**config.mk**
```make
export PLATFORM = sky130hd
export DESIGN_NAME = simd_cond_array
export DESIGN_NICKNAME = d
export VERILOG_FILES = /design/src/rtl/simd_pkg.sv /design/src/rtl/simd_div.sv /design/src/rtl/simd_pe.sv /design/src/rtl/simd_dp.sv /design/src/rtl/simd_ctrl.sv /design/src/rtl/simd_cond_array.sv
export SDC_FILE = /design/constraint.sdc
export NUM_CORES = 2
export LEC_CHECK = 0
export BUFFER_PORTS_ARGS = -buffer_cell sky130_fd_sc_hd__buf_4
export CORE_MARGIN = 2
export CORE_UTILIZATION = 64
export DETAILED_ROUTE_END_ITERATION = 8
export GPL_TIMING_DRIVEN = 0
export PLACE_DENSITY_LB_ADDON = 0.12
export SYNTH_ARGS = -nofsm -noshare
export SYNTH_HDL_FRONTEND = slang
export SYNTH_SLANG_ARGS = --single-unit
```
**constraint.sdc**
```tcl
create_clock -name clk -period 3.45 [get_ports clk]
set_clock_uncertainty 0.2 [all_clocks]
set_input_delay 0.345 -clock clk [delete_from_list [all_inputs] [get_ports clk]]
set_output_delay 0.345 -clock clk [all_outputs]
set_load 0.02 [all_outputs]
```
**src/rtl/simd_pkg.sv**
```systemverilog
package simd_pkg;

  typedef enum logic [1:0] {
    OP_NOP    = 2'b00,
    OP_TEST   = 2'b01,
    OP_EXEC_T = 2'b10,
    OP_EXEC_F = 2'b11
  } op_t;

  typedef struct packed {
    op_t  op;
    logic issue;
    logic seqActive;
    logic clear;
  } stb_t;

endpackage

```
**src/rtl/simd_div.sv**
```systemverilog
module simd_div #(
  parameter int W = 16
) (
  input  logic         clk,
  input  logic         rstN,
  input  logic         load,
  input  logic [W-1:0] dividend,
  input  logic [W-1:0] divisor,
  output logic         busy,
  output logic         doneP,
  output logic [W-1:0] quotient
);
  localparam int CW = $clog2(W);

  logic [W-1:0]  remR, quoR, divR;
  logic [CW-1:0] cntR;
  logic          busyR, doneR;
  logic [W:0]    shifted, diff;
  logic [W-1:0]  nextRem;
  logic          qBit;

  always_comb begin
    shifted = {remR, quoR[W-1]};
    diff    = shifted - {1'b0, divR};
    if (diff[W]) begin
      nextRem = shifted[W-1:0];
      qBit    = 1'b0;
    end else begin
      nextRem = diff[W-1:0];
      qBit    = 1'b1;
    end
  end

  always_ff @(posedge clk) begin
    if (!rstN) begin
      remR  <= '0;
      quoR  <= '0;
      divR  <= '0;
      cntR  <= '0;
      busyR <= 1'b0;
      doneR <= 1'b0;
    end else if (load) begin
      remR  <= '0;
      quoR  <= dividend;
      divR  <= divisor;
      cntR  <= '0;
      busyR <= 1'b1;
      doneR <= 1'b0;
    end else if (busyR) begin
      remR <= nextRem;
      quoR <= {quoR[W-2:0], qBit};
      cntR <= cntR + 1'b1;
      if (cntR == CW'(W - 1)) begin
        busyR <= 1'b0;
        doneR <= 1'b1;
      end
    end else begin
      doneR <= 1'b0;
    end
  end

  assign busy     = busyR;
  assign doneP    = doneR;
  assign quotient = quoR;
endmodule

```
**src/rtl/simd_pe.sv**
```systemverilog
module simd_pe
  import simd_pkg::*;
#(
  parameter int W     = 16,
  parameter int CNT_W = 8
) (
  input  logic             clk,
  input  logic             rstN,
  input  stb_t             stb,
  input  logic             ldEn,
  input  logic [W-1:0]     ldX,
  input  logic [W-1:0]     ldY,
  input  logic [W-1:0]     ldZ,
  output logic [W-1:0]     z,
  output logic             flag,
  output logic             busy,
  output logic [CNT_W-1:0] idleCnt
);
  logic [W-1:0]     xR, yR, zR;
  logic             flagR;
  logic [CNT_W-1:0] idleR;
  logic             exec, divLoad, divBusy, divDone;
  logic [W-1:0]     quo;

  always_comb begin
    exec = 1'b0;
    if (stb.issue) begin
      unique case (stb.op)
        OP_TEST:   exec = 1'b1;
        OP_EXEC_T: exec = flagR;
        OP_EXEC_F: exec = !flagR;
        default:   exec = 1'b0;
      endcase
    end
  end

  assign divLoad = exec && (stb.op == OP_EXEC_T);

  simd_div #(.W(W)) u_div (
    .clk      (clk),
    .rstN     (rstN),
    .load     (divLoad),
    .dividend (xR),
    .divisor  (yR),
    .busy     (divBusy),
    .doneP    (divDone),
    .quotient (quo)
  );

  always_ff @(posedge clk) begin
    if (!rstN) begin
      xR    <= '0;
      yR    <= '0;
      zR    <= '0;
      flagR <= 1'b0;
    end else begin
      if (ldEn) begin
        xR <= ldX;
        yR <= ldY;
        zR <= ldZ;
      end
      if (exec && stb.op == OP_TEST) flagR <= (yR != '0);
      if (exec && stb.op == OP_EXEC_F) zR <= xR;
      if (divDone) zR <= quo;
    end
  end

  always_ff @(posedge clk) begin
    if (!rstN)                              idleR <= '0;
    else if (stb.clear)                     idleR <= '0;
    else if (stb.seqActive && !exec && !divBusy) idleR <= idleR + 1'b1;
  end

  assign z       = zR;
  assign flag    = flagR;
  assign busy    = divBusy;
  assign idleCnt = idleR;
endmodule

```
**src/rtl/simd_dp.sv**
```systemverilog
module simd_dp
  import simd_pkg::*;
#(
  parameter int NUM_PE = 8,
  parameter int W      = 16,
  parameter int CNT_W  = 8,
  parameter int IDX_W  = $clog2(NUM_PE)
) (
  input  logic              clk,
  input  logic              rstN,
  input  stb_t              stb,
  input  logic              ldEn,
  input  logic [IDX_W-1:0]  ldIdx,
  input  logic [W-1:0]      ldX,
  input  logic [W-1:0]      ldY,
  input  logic [W-1:0]      ldZ,
  input  logic [IDX_W-1:0]  rdIdx,
  output logic [W-1:0]      rdZ,
  output logic [CNT_W-1:0]  rdIdle,
  output logic [NUM_PE-1:0] flags,
  output logic              anyBusy
);
  logic [W-1:0]     zArr    [NUM_PE];
  logic [CNT_W-1:0] idleArr [NUM_PE];
  logic [NUM_PE-1:0] busyVec;

  for (genvar i = 0; i < NUM_PE; i++) begin : g_pe
    logic sel;
    assign sel = ldEn && (ldIdx == IDX_W'(i));
    simd_pe #(.W(W), .CNT_W(CNT_W)) u_pe (
      .clk     (clk),
      .rstN    (rstN),
      .stb     (stb),
      .ldEn    (sel),
      .ldX     (ldX),
      .ldY     (ldY),
      .ldZ     (ldZ),
      .z       (zArr[i]),
      .flag    (flags[i]),
      .busy    (busyVec[i]),
      .idleCnt (idleArr[i])
    );
  end

  assign anyBusy = |busyVec;
  assign rdZ     = zArr[rdIdx];
  assign rdIdle  = idleArr[rdIdx];
endmodule

```
**src/rtl/simd_ctrl.sv**
```systemverilog
module simd_ctrl
  import simd_pkg::*;
(
  input  logic clk,
  input  logic rstN,
  input  logic start,
  input  logic anyBusy,
  output stb_t stb,
  output logic busy,
  output logic done
);
  typedef enum logic [2:0] {
    S_IDLE, S_TEST, S_EXT, S_WAIT, S_EXF, S_DONE
  } state_t;

  state_t state, nextState;

  always_comb begin
    nextState = state;
    unique case (state)
      S_IDLE:  if (start) nextState = S_TEST;
      S_TEST:  nextState = S_EXT;
      S_EXT:   nextState = S_WAIT;
      S_WAIT:  if (!anyBusy) nextState = S_EXF;
      S_EXF:   nextState = S_DONE;
      S_DONE:  nextState = S_IDLE;
      default: nextState = S_IDLE;
    endcase
  end

  always_ff @(posedge clk) begin
    if (!rstN) state <= S_IDLE;
    else       state <= nextState;
  end

  always_comb begin
    stb.op        = OP_NOP;
    stb.issue     = 1'b0;
    stb.clear     = (state == S_IDLE) && start;
    stb.seqActive = (state == S_TEST) || (state == S_EXT) ||
                    (state == S_WAIT) || (state == S_EXF);
    unique case (state)
      S_TEST:  begin stb.op = OP_TEST;   stb.issue = 1'b1; end
      S_EXT:   begin stb.op = OP_EXEC_T; stb.issue = 1'b1; end
      S_EXF:   begin stb.op = OP_EXEC_F; stb.issue = 1'b1; end
      default: ;
    endcase
  end

  assign busy = (state != S_IDLE);
  assign done = (state == S_DONE);
endmodule

```
**src/rtl/simd_cond_array.sv**
```systemverilog
module simd_cond_array
  import simd_pkg::*;
#(
  parameter int NUM_PE = 8,
  parameter int W      = 16,
  parameter int CNT_W  = 8,
  localparam int IDX_W = $clog2(NUM_PE)
) (
  input  logic              clk,
  input  logic              rstN,
  input  logic              start,
  input  logic              ldEn,
  input  logic [IDX_W-1:0]  ldIdx,
  input  logic [W-1:0]      ldX,
  input  logic [W-1:0]      ldY,
  input  logic [W-1:0]      ldZ,
  input  logic [IDX_W-1:0]  rdIdx,
  output logic [W-1:0]      rdZ,
  output logic [CNT_W-1:0]  rdIdle,
  output logic [NUM_PE-1:0] flags,
  output logic              busy,
  output logic              done
);
  stb_t ctrlStb;
  logic anyBusy;
  logic ldGate;

  assign ldGate = ldEn && !busy;

  simd_ctrl u_ctrl (
    .clk     (clk),
    .rstN    (rstN),
    .start   (start),
    .anyBusy (anyBusy),
    .stb     (ctrlStb),
    .busy    (busy),
    .done    (done)
  );

  simd_dp #(.NUM_PE(NUM_PE), .W(W), .CNT_W(CNT_W), .IDX_W(IDX_W)) u_dp (
    .clk     (clk),
    .rstN    (rstN),
    .stb     (ctrlStb),
    .ldEn    (ldGate),
    .ldIdx   (ldIdx),
    .ldX     (ldX),
    .ldY     (ldY),
    .ldZ     (ldZ),
    .rdIdx   (rdIdx),
    .rdZ     (rdZ),
    .rdIdle  (rdIdle),
    .flags   (flags),
    .anyBusy (anyBusy)
  );
endmodule

```
Word-level counts from Yosys, hierarchy flattened
Index checks and enable logic that the tools add are counted.
{"block": "totals", "register_bits": 891, "inputBits": 58, "elab_cells": 379}
{"block": "classes", "magnitude_cmp": 1, "reduce_logical": 124, "n_eq_ne": 25, "n_bitwise": 10, "n_addsub": 24, "n_mux": 106}
{"op": "$mux W16", "n": 50}
{"op": "$sub A17 B16 Y17", "n": 8}
{"op": "$reduce_bool A16 Y1", "n": 8}
{"op": "$add A8 B1 Y8 const B", "n": 8}
{"op": "$logic_and A1 B1 Y1", "n": 50}
{"op": "$bmux W16 S3", "n": 1}
{"op": "$mux W1", "n": 40}
{"op": "$add A4 B1 Y4 const B", "n": 8}
{"op": "$eq A4 B4 Y1 const B", "n": 8}
{"op": "$reduce_bool A3 Y1", "n": 9}
{"op": "$logic_not A1 Y1", "n": 25}
{"op": "$bmux W8 S3", "n": 1}
{"op": "$pmux W1 S3", "n": 8}
{"op": "$reduce_or A3 Y1", "n": 8}
{"op": "$eq A3 B3 Y1 const B", "n": 6}
{"op": "$reduce_or A2 Y1", "n": 9}
{"op": "$mux W8", "n": 2}
{"op": "$reduce_bool A2 Y1", "n": 8}
{"op": "$pmux W3 S5", "n": 1}
{"op": "$eq A3 B2 Y1 const B", "n": 4}
{"op": "$not A1 Y1", "n": 9}
{"op": "$pmux W3 S3", "n": 1}
{"op": "$reduce_or A8 Y1", "n": 1}
{"op": "$eq A3 B1 Y1 const B", "n": 2}
{"op": "9 further kinds", "n": 15}

Depth between registers and ports, before layout
{"block": "depth", "ltp_word": 8, "depth_mapped": 13}

By module
From an unflattened synthesis, not the netlist that was laid out.
{"block": "unflattened", "cells_unflattened": 5390, "hier_area_um2": 48536.6}
{"module": "simd_pe", "seq_area_each_um2": 1141.1, "area_per_inst_um2": 2565.0, "cells_each": 267, "instances": 8}
{"module": "simd_div at u_dp.g_pe[0].u_pe.u_div ...", "seq_area_each_um2": 1081.0, "area_per_inst_um2": 3294.4, "cells_each": 395, "instances": 6}
{"module": "simd_div at u_dp.g_pe[1].u_pe.u_div", "seq_area_each_um2": 1081.0, "area_per_inst_um2": 3258.1, "cells_each": 391, "instances": 1}
{"module": "simd_div at u_dp.g_pe[7].u_pe.u_div", "seq_area_each_um2": 1081.0, "area_per_inst_um2": 3176.8, "cells_each": 365, "instances": 1}
{"module": "simd_dp", "seq_area_each_um2": 0.0, "area_per_inst_um2": 1569.0, "cells_each": 101, "instances": 1}
{"module": "simd_ctrl", "seq_area_each_um2": 60.1, "area_per_inst_um2": 232.7, "cells_each": 26, "instances": 1}
{"module": "simd_cond_array", "seq_area_each_um2": 0.0, "area_per_inst_um2": 13.8, "cells_each": 1, "instances": 1}

Worst setup path after synthesis
OpenSTA, ideal clock, no wires.
{"block": "synth_path", "path_type": "reg-to-reg", "from": "register u_dp.g_pe[7].u_pe.u_div.quoR[15]", "to": "register u_dp.g_pe[7].u_pe.u_div.remR[14]", "slack_ps": 560, "arrival_time_ps": 2560, "stages_incl_launch_ff": 14, "setup_time_ps": 130, "cell_sequence": "dfxtp_1 > inv_1 > ha_1 > fa_1 > nor2b_1 > o2111ai_1 > nand3_1 > o211ai_1 > a31oi_2 > xnor2_1 > buf_4 > buf_6 > mux2i_1 > o22ai_1"}
{"block": "synth_between", "elab_chain_cells": 2}
{"element": "from (decl)", "line_no": "simd_div.sv:15", "text": "logic [W-1:0] remR, quoR, divR;"}
{"element": "from (signal assigned)", "line_no": "simd_div.sv:44", "text": "quoR <= dividend;"}
{"element": "from (signal assigned)", "line_no": "simd_div.sv:51", "text": "quoR <= {quoR[W-2:0], qBit};"}
{"element": "$sub A17 B16 Y17", "line_no": "simd_div.sv:24", "text": "diff = shifted - {1'b0, divR};"}
{"element": "$mux W16", "line_no": "simd_div.sv:25", "text": "if (diff[W]) begin"}
{"element": "to (signal assigned)", "line_no": "simd_div.sv:50", "text": "remR <= nextRem;"}
{"element": "to (decl)", "line_no": "simd_div.sv:15"}
No other way between the ends.
A chain may end at the register's enable or synchronous reset.

==> out/summary.log <==
qor: run_status.run_status finished with violations
qor: run_status.failing_checks negative setup slack
qor: worst_setup_path.slowest_stage clkbuf_1
qor: global_routing.grt-ovfl-total 0
qor: timing.post-route-worst-setup-slack -146 ps
qor: worst_setup_path.timing.critical_path.to_type register
qor: timing.timing.fmax 278 MHz
qor: floorplanning.initial_core_util 0.648
qor: synthesis.synthesized_netlist_cell_count 5683
qor: floorplanning.rows 98
qor: clock_network.cts_buffers 92
qor: power.cellLeakagePower 20.1 nW
qor: synthesis.synthesis.area_per_instance 8.18 um^2
qor: synthesis.mappedNetlistArea 46500 um^2
qor: floorplanning.die_w 274 um
qor: synthesis.synth.yosys.seq_area_share 0.384
qor: worst_setup_path.crit_chain clkbuf_2 -> clkbuf_1 -> clkbuf_1 -> clkbuf_1 -> o21ai_0 -> a21oi_1
qor: timing.layout_worst_path_cycle_share 1.04
qor: synthesis.synth_enable_flop_cells 0
qor: timing.hold_viol_final 0
qor: worst_setup_path.crit_required 3820 ps
qor: worst_setup_path.critical_setup_path_class in2reg
qor: synthesis.yosys_most_used_dff dfxtp_1
qor: synthesis.syn_nets 5893
qor: timing.max_slew.worst_pin.slew 1410 ps
qor: synthesis.ys_seq_elements 891
qor: global_routing.grtUsageTotal 0.417
qor: cells_and_area.non_filler_instance_count_after_layout 6916
qor: power.power_density 486 nW/um^2
qor: worst_setup_path.crit_arrival 3970 ps
qor: placement.gpl_congestion 1.09
qor: clock_network.clk_latency 650 ps
qor: clock_network.cts_tree done
qor: worst_setup_path.cp_slowest_stage_delay 950 ps
qor: global_routing.wire_length_of_the_first_global_routing_pass 238000 um
qor: drt.detailroute.via_count 43500
qor: floorplanning.die_height 274 um
qor: cells_and_area.postLayoutCellArea 51900 um^2
qor: clock_network.cts_root_buf clkbuf_16
qor: clock_network.cts.sink_count 891
qor: global_routing.first_global_vias 39700
qor: cells_and_area.design.final.nets 6094
qor: placement.placement.cell_area 48100 um^2
qor: min_path.hold_path.class in2reg
qor: power.ir_drop 0.349 mV
qor: cells_and_area.drive_gt1_frac 0.0711
qor: worst_setup_path.path_max_fanout 10
qor: drt.wl_per_cell 23.2 um
qor: synthesis.ys_types 84
qor: placement.detailedPlace.worstSlack -1060 ps
qor: synthesis.synth-warning-count 0
qor: clock_network.ctsHtreeMaxLevel 3
qor: synthesis.synth-async-reset-ratio 0
qor: drt.drt-pass1-iter-count 9
qor: floorplanning.die_area 74800 um^2
qor: drt.route.detailed.vias_per_inst 6.29
qor: timing.timing.final.setup_violations 4
qor: drt.drc 0
qor: global_routing.grt_antenna_before_repair 17
qor: timing.timing.max_slew.rel_slack 0.0593
qor: placement.hpwl 114000 um
qor: timing.finalCriticalPeriod 3600 ps
qor: floorplanning.placeableCoreArea 71700 um^2
qor: timing.slew_viol_final 0
qor: worst_setup_path.startpoint_type input port
qor: clock_network.clkSlewWorstSetupHoldPaths 60 ps
qor: floorplanning.io_pins 92
qor: clock_network.largest_buffer_count_on_any_clock_path 3
qor: drt.drt_iter0_drc 5614
qor: drt.wl 160000 um
qor: job.timing.max_cap.violations 0
qor: global_routing.pin_count_of_the_biggest_net_entering_global_routing 15
qor: drt.antenna_violating_nets_post_route 0
qor: placement.dp_cells 6690
qor: placement.numPortBuffers 56
qor: cells_and_area.area_delta_synth_final 11.7%
qor: worst_setup_path.critical_path.most_common_cell clkbuf_1
qor: timing.grt_setup_unrepaired true
## where the power goes
part | total (mW) | internal, mW | switching, mW
registers | 10.7 | 10.5 | 0.227
clock network | 10.8 | 6.49 | 4.29
logic | 3.74 | 1.42 | 2.32
total | 25.3 | 18.4 | 6.84
## kinds of logic (layout without fill, tap and decap cells)
kind of cell | Yosys count | count (layout) | synth area share
simple gates | 1988 | 1988 | 0.189
compound gates | 1590 | 1590 | 0.220
flops | 891 | 891 | 0.384
buf+inv | 593 | 861 | 0.0531
mux | 294 | 294 | 0.0769
xor+xnor | 175 | 175 | 0.0346
fa+ha+maj | 152 | 152 | 0.0422
other cells | 0 | 15 | 0
## area by class of cell
| type | count | area, um^2 |
|---|---|---|
| multi-input combinational | 4199 | 26300 |
| fill | 5731 | 19800 |
| sequential | 891 | 17800 |
| clock buffer | 128 | 2700 |
| buffer | 431 | 1890 |
| tap | 950 | 1190 |
| timing repair buffer | 107 | 890 |
| inverter | 162 | 608 |
| clock inverter | 33 | 538 |
| antenna | 15 | 37.5 |
## critical path: cells and delay by family
kind | cells | cell delay, ps
AOI/OAI and AO/OA | 2 | 590
buffers and inverters | 4 | 3010
## per-stage QoR
| step | TNS (ps) | util | power (mW) | hold slack [ps] |
|---|---|---|---|---|
| after detailed placement | -162960 | 0.671 | 14.4 | 247 |
| final | -290 | 0.724 | 25.3 | 78.1 |
| after CTS | 0 | 0.721 | 25.0 | 7.31 |
| after global placement | -145310 | 0.670 | 14.3 | 244 |
| after global routing | -96.5 | 0.724 | 25.9 | 67.9 |
| after floorplan | 0 | - | 13.3 | 235 |
## routing by layer
| metal | global-route usage | vias to the layer above | share of wire |
|---|---|---|---|
| met2 | 0.618 | 2462 | 0.42 |
| li1 | - | 20000 | - |
| met1 | 0.528 | 20300 | 0.38 |
| met5 | 0 | - | 0.00053 |
| met3 | 0.111 | 677 | 0.12 |
| met4 | 0.294 | 6 | 0.083 |
## placed cells by master (no fill, tap or decap), types with 20 or more instances in the layout
master and n:
a21boi_0 339, a21boi_1 61, a21o_1 27, a21oi_1 430, a31oi_1 31, and2_1 147
and3_1 26, and4_1 21, buf_2 27, buf_4 117, clkbuf_1 340, clkbuf_16 95
clkbuf_8 20, dfxtp_1 890, dlygate4sd3_1 33, ha_1 144, inv_1 159, mux2_2 24
mux2i_1 221, mux4_2 48, nand2_1 1250, nand2b_1 23, nand3_1 59, nand4_1 50
nor2_1 227, nor2b_1 31, nor3_1 37, nor4_1 34, o211a_1 120, o21a_1 43
o21ai_0 350, o21ai_1 68, xnor2_1 86, xor2_1 83
## repair_timing
item | 4_1_cts | 5_1_grt
hold buffers | 33 | 0
pin swaps | 0 | 5
hold endpoints to repair | 257 | 0
endpoints found under the setup margin | 223 | 197
resized for setup | 7 | 24
buffers inserted | 0 | 17
## state kept, by name, summed over array words and instances (netlist names)
name / cells
u_dp.g_pe.u_pe.u_div.cntR: 32
u_dp.g_pe.u_pe.u_div.quotient: 128
u_dp.g_pe.u_pe.flag: 8
u_ctrl.state: 3
u_dp.g_pe.u_pe.xR: 128
u_dp.g_pe.u_pe.idleCnt: 64
u_dp.g_pe.u_pe.u_div.divR: 128
u_dp.g_pe.u_pe.u_div.doneP: 8
u_dp.g_pe.u_pe.u_div.remR: 128
u_dp.g_pe.u_pe.yR: 128
u_dp.g_pe.u_pe.u_div.busy: 8
u_dp.g_pe.u_pe.z: 128
## path summary, 6_finish.rpt
kind / startpoint / to / slack [ps] / depth (start not counted)
worst min-delay path: ldIdx[1] / u_dp.g_pe[4].u_pe.xR[15]$_SDFFE_PN0P_ / 80 / 4
worst max-delay path: rstN / u_dp.g_pe[5].u_pe.u_div.quotient[0]$_SDFFE_PN0P_ / -150 / 6
worst min register to register: u_dp.g_pe[0].u_pe.u_div.divR[13]$_SDFFE_PN0P_ / u_dp.g_pe[0].u_pe.u_div.divR[13]$_SDFFE_PN0P_ / 250 / 2
worst max register to register: u_ctrl.state[0]$_SDFFE_PN0P_ / u_dp.g_pe[7].u_pe.flag$_SDFFE_PN0P_ / 0 / 6
## cell usage after synthesis, drive strengths merged (9+ instances only)
cell type | number | area [um^2]
a211oi | 17 | 128
a21boi | 400 | 3000
a21o | 27 | 203
a21oi | 430 | 2150
a31oi | 33 | 213
and2 | 147 | 920
and3 | 26 | 163
and4 | 21 | 184
buf | 96 | 604
clkbuf | 335 | 1260
dfxtp | 891 | 17800
ha | 144 | 1800
inv | 159 | 597
mux2 | 25 | 282
mux2i | 221 | 2210
mux4 | 48 | 1080
nand2 | 1251 | 4700
nand2b | 23 | 144
nand3 | 59 | 295
nand4 | 50 | 313
nor2 | 230 | 863
nor2b | 36 | 255
nor3 | 40 | 210
nor4 | 34 | 213
o211a | 120 | 1200
o211ai | 16 | 120
o21a | 43 | 323
o21ai | 426 | 2190
o31a | 11 | 96.3
o31ai | 9 | 72.6
or3 | 17 | 106
or4 | 11 | 82.6
xnor2 | 87 | 762
xor2 | 88 | 846
Power figures use the tool's default switching activity.
